==> config.mk <==
export PLATFORM = sky130hd
export DESIGN_NAME = cyc_bit_ilv
export DESIGN_NICKNAME = d
export VERILOG_FILES = /design/src/rtl/cyc_bit_ilv.sv
export SDC_FILE = /design/constraint.sdc
export NUM_CORES = 2
export LEC_CHECK = 0
export ABC_AREA = 1
export ABC_CLOCK_PERIOD_IN_PS = 5200
export BUFFER_PORTS_ARGS = -buffer_cell sky130_fd_sc_hd__buf_2
export CORE_MARGIN = 8
export CORE_UTILIZATION = 35
export CTS_BUF_LIST = sky130_fd_sc_hd__clkbuf_8
export DETAILED_ROUTE_END_ITERATION = 8
export MAX_ROUTING_LAYER = met4
export RECOVER_POWER = 50
export SLEW_MARGIN = 0
export SYNTH_ARGS = -nofsm -noshare
export SYNTH_HDL_FRONTEND = slang
export SYNTH_SLANG_ARGS = --single-unit
==> constraint.sdc <==
create_clock -name clk -period 5.2 [get_ports clk]
set_input_delay 0 -clock clk [delete_from_list [all_inputs] [get_ports clk]]
set_output_delay 0 -clock clk [all_outputs]
set_load 0.02 [all_outputs]
==> src/rtl/cyc_bit_ilv.sv <==
module cyc_bit_ilv #(
  parameter int BLK = 126
) (
  input  logic       clk,
  input  logic       rst_n,
  input  logic [1:0] mode,
  input  logic       dir,
  input  logic       in_valid,
  output logic       in_ready,
  input  logic [5:0] in_bits,
  output logic       out_valid,
  input  logic       out_ready,
  output logic [5:0] out_word
);
  localparam int NS = 6;
  localparam int W  = $clog2(BLK);
  localparam logic [W-1:0] K1 = W'(BLK / 2);
  localparam logic [W-1:0] K2 = W'(BLK * 5 / 6);
  localparam logic [W-1:0] K3 = W'(BLK / 3);
  localparam logic [W-1:0] K4 = W'(BLK / 6);
  localparam logic [W-1:0] K5 = W'(BLK * 2 / 3);
  localparam logic [W:0]   BLKW = (W+1)'(BLK);

  function automatic logic [W-1:0] kof(input logic [1:0] m, input int e);
    logic [W-1:0] k;
    case (e)
      1: k = K1;
      2: k = (m == 2'd1) ? K4 : K2;
      3: k = (m == 2'd1) ? K5 : K3;
      4: k = K4;
      5: k = K5;
      default: k = '0;
    endcase
    return k;
  endfunction

  function automatic int nact(input logic [1:0] m);
    return (m == 2'd0) ? 2 : (m == 2'd1) ? 4 : 6;
  endfunction

  logic           wb, rb;
  logic [W-1:0]   wc, rc;
  logic [1:0]     full, fset, fclr;
  logic [1:0]     bm [2];
  logic           bd [2];
  logic [BLK-1:0] mem [2][NS];

  wire in_fire  = in_valid & in_ready;
  wire out_fire = out_valid & out_ready;
  wire wlast    = (wc == W'(BLK - 1));
  wire rlast    = (rc == W'(BLK - 1));

  assign in_ready  = ~full[wb];
  assign out_valid = full[rb];
  assign fset = (in_fire && wlast)   ? (2'b01 << wb) : 2'b00;
  assign fclr = (out_fire && rlast)  ? (2'b01 << rb) : 2'b00;

  always_ff @(posedge clk or negedge rst_n) begin
    if (!rst_n) begin
      wb    <= 1'b0;
      rb    <= 1'b0;
      wc    <= '0;
      rc    <= '0;
      full  <= 2'b00;
      bm[0] <= 2'd0;
      bm[1] <= 2'd0;
      bd[0] <= 1'b0;
      bd[1] <= 1'b0;
    end else begin
      full <= (full | fset) & ~fclr;
      if (in_fire) begin
        if (wc == '0) begin
          bm[wb] <= mode;
          bd[wb] <= dir;
        end
        wc <= wlast ? '0 : wc + 1'b1;
        if (wlast) wb <= ~wb;
      end
      if (out_fire) begin
        rc <= rlast ? '0 : rc + 1'b1;
        if (rlast) rb <= ~rb;
      end
    end
  end

  always_ff @(posedge clk) begin
    if (in_fire)
      for (int e = 0; e < NS; e++) mem[wb][e][wc] <= in_bits[e];
  end

  for (genvar g = 0; g < NS; g++) begin : g_lane
    logic [W-1:0] kv, ke, a;
    logic [W:0]   s;
    assign kv = kof(bm[rb], g);
    assign ke = (bd[rb] && kv != '0) ? W'(BLKW - {1'b0, kv}) : kv;
    assign s  = {1'b0, rc} + {1'b0, ke};
    assign a  = (s >= BLKW) ? W'(s - BLKW) : s[W-1:0];
    assign out_word[g] = (g < nact(bm[rb])) ? mem[rb][g][a] : 1'b0;
  end
endmodule

======== Word level (Yosys, flattened, before mapping) ========
Memory sizes are Yosys's and may differ from the RTL's.
Index checks and enable logic that the tools add are counted.
word-level totals
  bits in registers ....................... 24
  memory bits (writable) .................. 1512
  bits of input ports ..................... 13
  output and inout bits ................... 8
  word-level logic and storage cells ...... 134
  memories ................................ 1
memory list
  name  words  width  rd ports  clocked after Yosys merged registers in  write ports  line  source
  mem   2      756    1         0                                        1            46    logic [BLK-1:0] mem [2][NS];
cells by class
  $add $sub $neg .......................... 15
  $lt $le $gt $ge ......................... 25
  equal/unequal tests ..................... 3
  shift operators ......................... 2
  muxes and demuxes ....................... 56
  bitwise gates (word level) .............. 10
  reduce and logical (&&, ||, !) cells .... 13
operators with widths
  cell                                                                    count
  126-bit 2-to-1 mux                                                      1
  7-bit 2-to-1 mux                                                        14
  3-bit by 32-bit < comparator with 1-bit output (first input constant)   2
  7-bit by 8-bit < comparator with 1-bit output (second input constant)   7
  1-bit binary-select mux with 7-bit select                               6
  7-bit subtractor (second input constant)                                6
  8-bit by 7-bit >= comparator with 1-bit output (second input constant)  5
  7-bit by 7-bit adder with 8-bit output                                  4
  1-bit by 32-bit < comparator with 1-bit output (first input constant)   1
  2-bit by 32-bit < comparator with 1-bit output (first input constant)   1
  4-bit by 32-bit < comparator with 1-bit output (first input constant)   1
  1-bit 2-to-1 mux                                                        22
  7-bit by 1-bit adder with 7-bit output (second input constant)          2
  7-bit == test (second input constant)                                   2
  2-bit 2-to-1 mux                                                        7
  7-bit nonzero test                                                      2
  7-bit subtractor (first input constant)                                 2
  7-bit by 6-bit adder with 8-bit output (second input constant)          1
  1-bit demux with 7-bit select                                           1
  7-bit by 1-bit >= comparator with 1-bit output (second input constant)  1
  7-bit >= comparator (second input constant)                             1
  7-bit zero test                                                         1
  1-bit logical AND                                                       6
  2-bit AND reduction                                                     3
  other kinds (18)                                                        25

======== Longest topological paths before layout ========
  word-level depth ........................ 15
  gate-level depth with buffers ........... 31
  gate-level depth less buffers ........... 27

======== Worst setup path after synthesis ========
No wires, ideal clock.
  path type ............................... register to output
  start ................................... reg rb
  end ..................................... out out_word[3]
  arrival ................................. 4.659 ns
  required time ........................... 5.200 ns
  slack ................................... 0.541 ns
  stages on the path, launching flop included .. 28
  path buffers ............................ 6
  cell sequence ........................... dfrtp_1 -> buf_4 -> buf_4 -> buf_2 -> buf_2 -> buf_2 -> o21ai_0 -> inv_1 -> xor2_1 -> inv_1 -> fa_1 -> inv_1 -> nor3_2 -> nand3_1 -> nor2_2 -> nand2_2 -> nand2_4 -> nand2_1 -> o21ai_4 -> inv_4 -> buf_6 -> nand3_1 -> nand3_1 -> nand3_1 -> nand3_1 -> nand3b_1 -> nand2_1 -> nor2_1
between the ends
  cells in the longest elaborated chain, start to end .. 15
  elaborated cells on any way between the ends .. 25
ends and longest elaborated chain
  element                                                                                          line  source
  from (decl)                                                                                      41    logic wb, rb;
  from (signal assigned)                                                                           81    if (rlast) rb <= ~rb;
  parallel branches: the longest is 14 deep, another holds 7-bit by 7-bit adder with 8-bit output  n/a
  1-bit 2-to-1 mux *                                                                               98    assign out_word[g] = (g < nact(bm[rb])) ? mem[rb][g][a] : 1'b0;
  to (decl)                                                                                        13    output logic [5:0] out_word
Mark *: on every way between the ends. The select of a mux whose other input is x is not followed.

======== Final worst setup path ========
Ends and elaborated chain as after synthesis.

==> results.json <==
{
  "grt_pass1_vias": 42808,
  "yosysTopAreaCell": "edfxtp_1",
  "max_cap_viol_count": 10,
  "p_sw_w": 0.0233,
  "grt_use_total_pct": 20.8,
  "ys_ff_latch": 1536,
  "finalCritPeriodShare_pct": 99.4,
  "fin_util_pct": 40.9,
  "dieArea_mm2": 0.199,
  "finalClockSkew_ns": 0.0524,
  "synth_edf_count": 1512,
  "post_drt_wl_per_cell_um": 25.4,
  "dp_hpwl_um": 126000,
  "setup_tns_ns": 0,
  "syn2layout_area_growth_pct": 16.6,
  "slowest_delay_ns": 0.55,
  "port_buffers": 20,
  "core_mm2": 0.185,
  "placedCellCount": 7803,
  "hold_start": "in_valid",
  "r2r_start": "wb",
  "critPathKind": "reg -> out",
  "start_util_pct": 35.0,
  "clock_path_buffers": 3,
  "p_leak_nw": 25.9,
  "clkPwrFrac_pct": 19.4,
  "crit_arrival_ns": 5.17,
  "rsz0062_at_grt": "yes",
  "switching_share_pct": 46.5,
  "violations": "capacitance limit, slew limit",
  "r2r_slack_ns": 1.61,
  "gp_congestion": 0.962,
  "cellPowerDensity_mw_per_mm2": 665,
  "cts_made_buffers": 237,
  "postSynthCellCount": 5350,
  "clkTransAtPathRegs_ns": 0.07,
  "die_h_um": 446,
  "fin_crit_ns": 5.17,
  "firstDrtPassIters": 8,
  "ant_nets": 0,
  "cts_tree": "built",
  "synthArstFlopShare_pct": 1.56,
  "grt_pass1_wl_um": 299000,
  "p_int_w": 0.0269,
  "syn_area_per_cell_um2": 12.1,
  "ir_worst_vdd_uv": 750,
  "clock_latency_ns": 1.00,
  "worstHoldEndpoint": "wb",
  "p_seq_share_pct": 28.0,
  "rows": 158,
  "start_kind": "register",
  "via_per_inst": 5.50,
  "synth.net_count": 5396,
  "ys_warn_count": 0,
  "ys.flop_type": "edfxtp_1",
  "worst_path_max_delay_cell": "fa_2",
  "grt_max_degree": 194,
  "outcome": "finished, violations left",
  "synth_most_common_cell": "edfxtp_1",
  "synth.cells.most_frequent": "edfxtp_1, nand2_1, nor2_1, o21ai_0, nand3_1",
  "rr_worst_depth": 7,
  "crit_path_max_fanout": 8,
  "tightest_slew_ns": 5.85,
  "worstReg2RegEnd": "mem[1][664]",
  "worst_path_most_repeated_cell": "inv_2",
  "ys_types": 55,
  "die_x_um": 446,
  "stdcell_area_mm2": 0.0754,
  "required_ns": 5.20,
  "synth_top_area_share_pct": 70.2,
  "ys_top_cells_by_area": "edfxtp_1, nand2_1, o21ai_0",
  "finalNonFillerCells": 8333,
  "vias": 45843,
  "routed_wl_um": 211000,
  "pwr-share-comb_pct": 52.6,
  "max_slew_margin_pct": -290,
  "htreeDepth": 4,
  "crit_chain": "inv_8, or2_4, o21ai_4, inv_2, or2_4, xor2_4, buf_6, ha_4, fa_2, inv_2, nor3_4, nand3_2, nor2_4, nand2_4, nand2_8, nand4_1, or2_1, xor2_2, inv_2, nand3_2, nand3b_1, nand2_2, nor2_4, buf_6",
  "syn_area_mm2": 0.0647,
  "critPathLaunch": "rb",
  "yosysSeqAreaShare_pct": 71.1,
  "hp-class": "in -> reg",
  "endpoint_kind": "output pin",
  "cts.sinks": 1536,
  "slew_violations": 983,
  "drive_gt1_share_pct": 15.9,
  "max_freq_mhz": 193,
  "first_iter_violations": 5785,
  "placed_area_mm2": 0.0691,
  "io_pins": 21,
  "final_nets": 5695,
  "cts-root-buf": "clkbuf_8",
  "hold_viol": 0,
  "antenna_found_initial": 7,
  "grt-ovfl-total": 0,
  "setup_viol": 0,
  "drc": 0,
  "hold_depth": 6
}
## area by class of cell
cell class	instances	area, um2
flip-flops and latches	1536	46000
clock inverters	182	1020
inverters	111	489
multi-input cells	3342	17500
repair buffers	420	3740
fillers	17321	109000
diodes	4	10.0
repair inverters	1	6.26
clock buffers	257	3540
well taps	2480	3100
## how the worst max path moves through the flow
stage,endpoint,cells after the start
floorplan,out_word[3],27
global placement,out_word[2],25
detailed placement,out_word[2],25
CTS,out_word[2],23
global route,out_word[3],28
finish,out_word[3],24
## routing by layer
layer / GRT usage [%] / wire length, um / vias up / part of all wire (%)
met5: - / 0 / - / 0
met3: 4.02 / 18500 / 457 / 8.7
met1: 27.5 / 86400 / 22788 / 41
met4: 9.98 / 11700 / 0 / 5.5
met2: 30.8 / 94800 / 2242 / 45
li1: - / - / 20356 / -
## repair_timing
item,in CTS,in global routing
setup buffers,26,30
endpoints found under the hold margin,886,0
setup endpoints to repair,6,6
hold buffers,20,0
pin swaps,22,58
gates resized for setup,102,118
gates cloned,4,11
## worst max-delay path: cells and delay by family, from the launching register on
family	cells	cell delay, ns
and+or+nand+nor	13	2.02
adders and majority gates	2	0.71
buffers and inverters	6	0.54
DFF	1	0.48
xor gates and xnor gates	2	0.35
AOI/OAI and AO/OA	1	0.07
## cells by family after synthesis
logic type	share of synthesized area, %
AOI/OAI and AO/OA	9.77
xor gates and xnor gates	0.454
DFF	71.1
muxes	0.0464
and+or+nand+nor	14.8
adders and majority gates	0.661
buffers and inverters	3.20
## per-stage QoR
| stage | worst slack, ns | hold WS, ns | power (W) |
|---|---|---|---|
| CTS | -0.0666 | 0.0196 | 0.0472 |
| global route | -0.188 | 0.214 | 0.0519 |
| global placement | 0.0872 | 0.0478 | 0.0356 |
| floorplan | 0.541 | -0.296 | 0.0269 |
| finish | 0.0296 | 0.210 | 0.0502 |
| detailed placement | 0.0645 | 0.0586 | 0.0357 |
## registers in the layout (all words and copies together) (netlist names)
| name | count |
|---|---|
| mem | 1512 |
| rc | 7 |
| wc | 7 |
| bm | 4 |
| bd | 2 |
| full | 2 |
| rb | 1 |
| wb | 1 |
## cell usage in the layout, fill, tap and decap left out, types with 6 or more instances in the layout
master         Yosys  layout
ha_4               0       7
nand3_2            8      45
ha_1              31      21
o21ai_1            8       7
o21ai_4            6       9
nand2_1         1038    1016
a31oi_1           31      31
nor3_1           238     238
clkbuf_1         230       9
dfrtp_1           24      19
nand2_8            2      14
o21ai_0          436     433
dlygate4sd3_1      0      19
nor2_1           463     455
xor2_1            18      15
clkbuf_8           0     257
edfxtp_1        1512    1512
buf_6              8      16
buf_12             0      30
inv_2             15      14
inv_6              0       6
nor2_4             2       7
a21oi_2            4       6
nor2_2             9      12
a21oi_1          186     182
o22ai_1          198     197
a32oi_1            6       6
clkinvlp_4         0       7
nand2_4           10      19
inv_1             90     135
nand2_2           17      28
clkinv_1           5      62
clkinv_2           0      44
buf_2             89      10
nand4_1           16      16
o211ai_1           8       8
nand3_1          415     374
buf_4             18     322
a32o_1           143     143
## power by group through the flow
stage | Combinational (W) | Clock (W) | Sequential (W)
3_3_place_gp | 0.0214 | 0 | 0.0142
5_1_grt | 0.0275 | 0.0103 | 0.0140
6_report | 0.0264 | 0.00974 | 0.0140
4_1_cts | 0.0233 | 0.00989 | 0.0140
3_5_place_dp | 0.0215 | 0 | 0.0142
2_1_floorplan | 0.0128 | 0 | 0.0141
No activity file was read; power rests on OpenSTA's default activity.
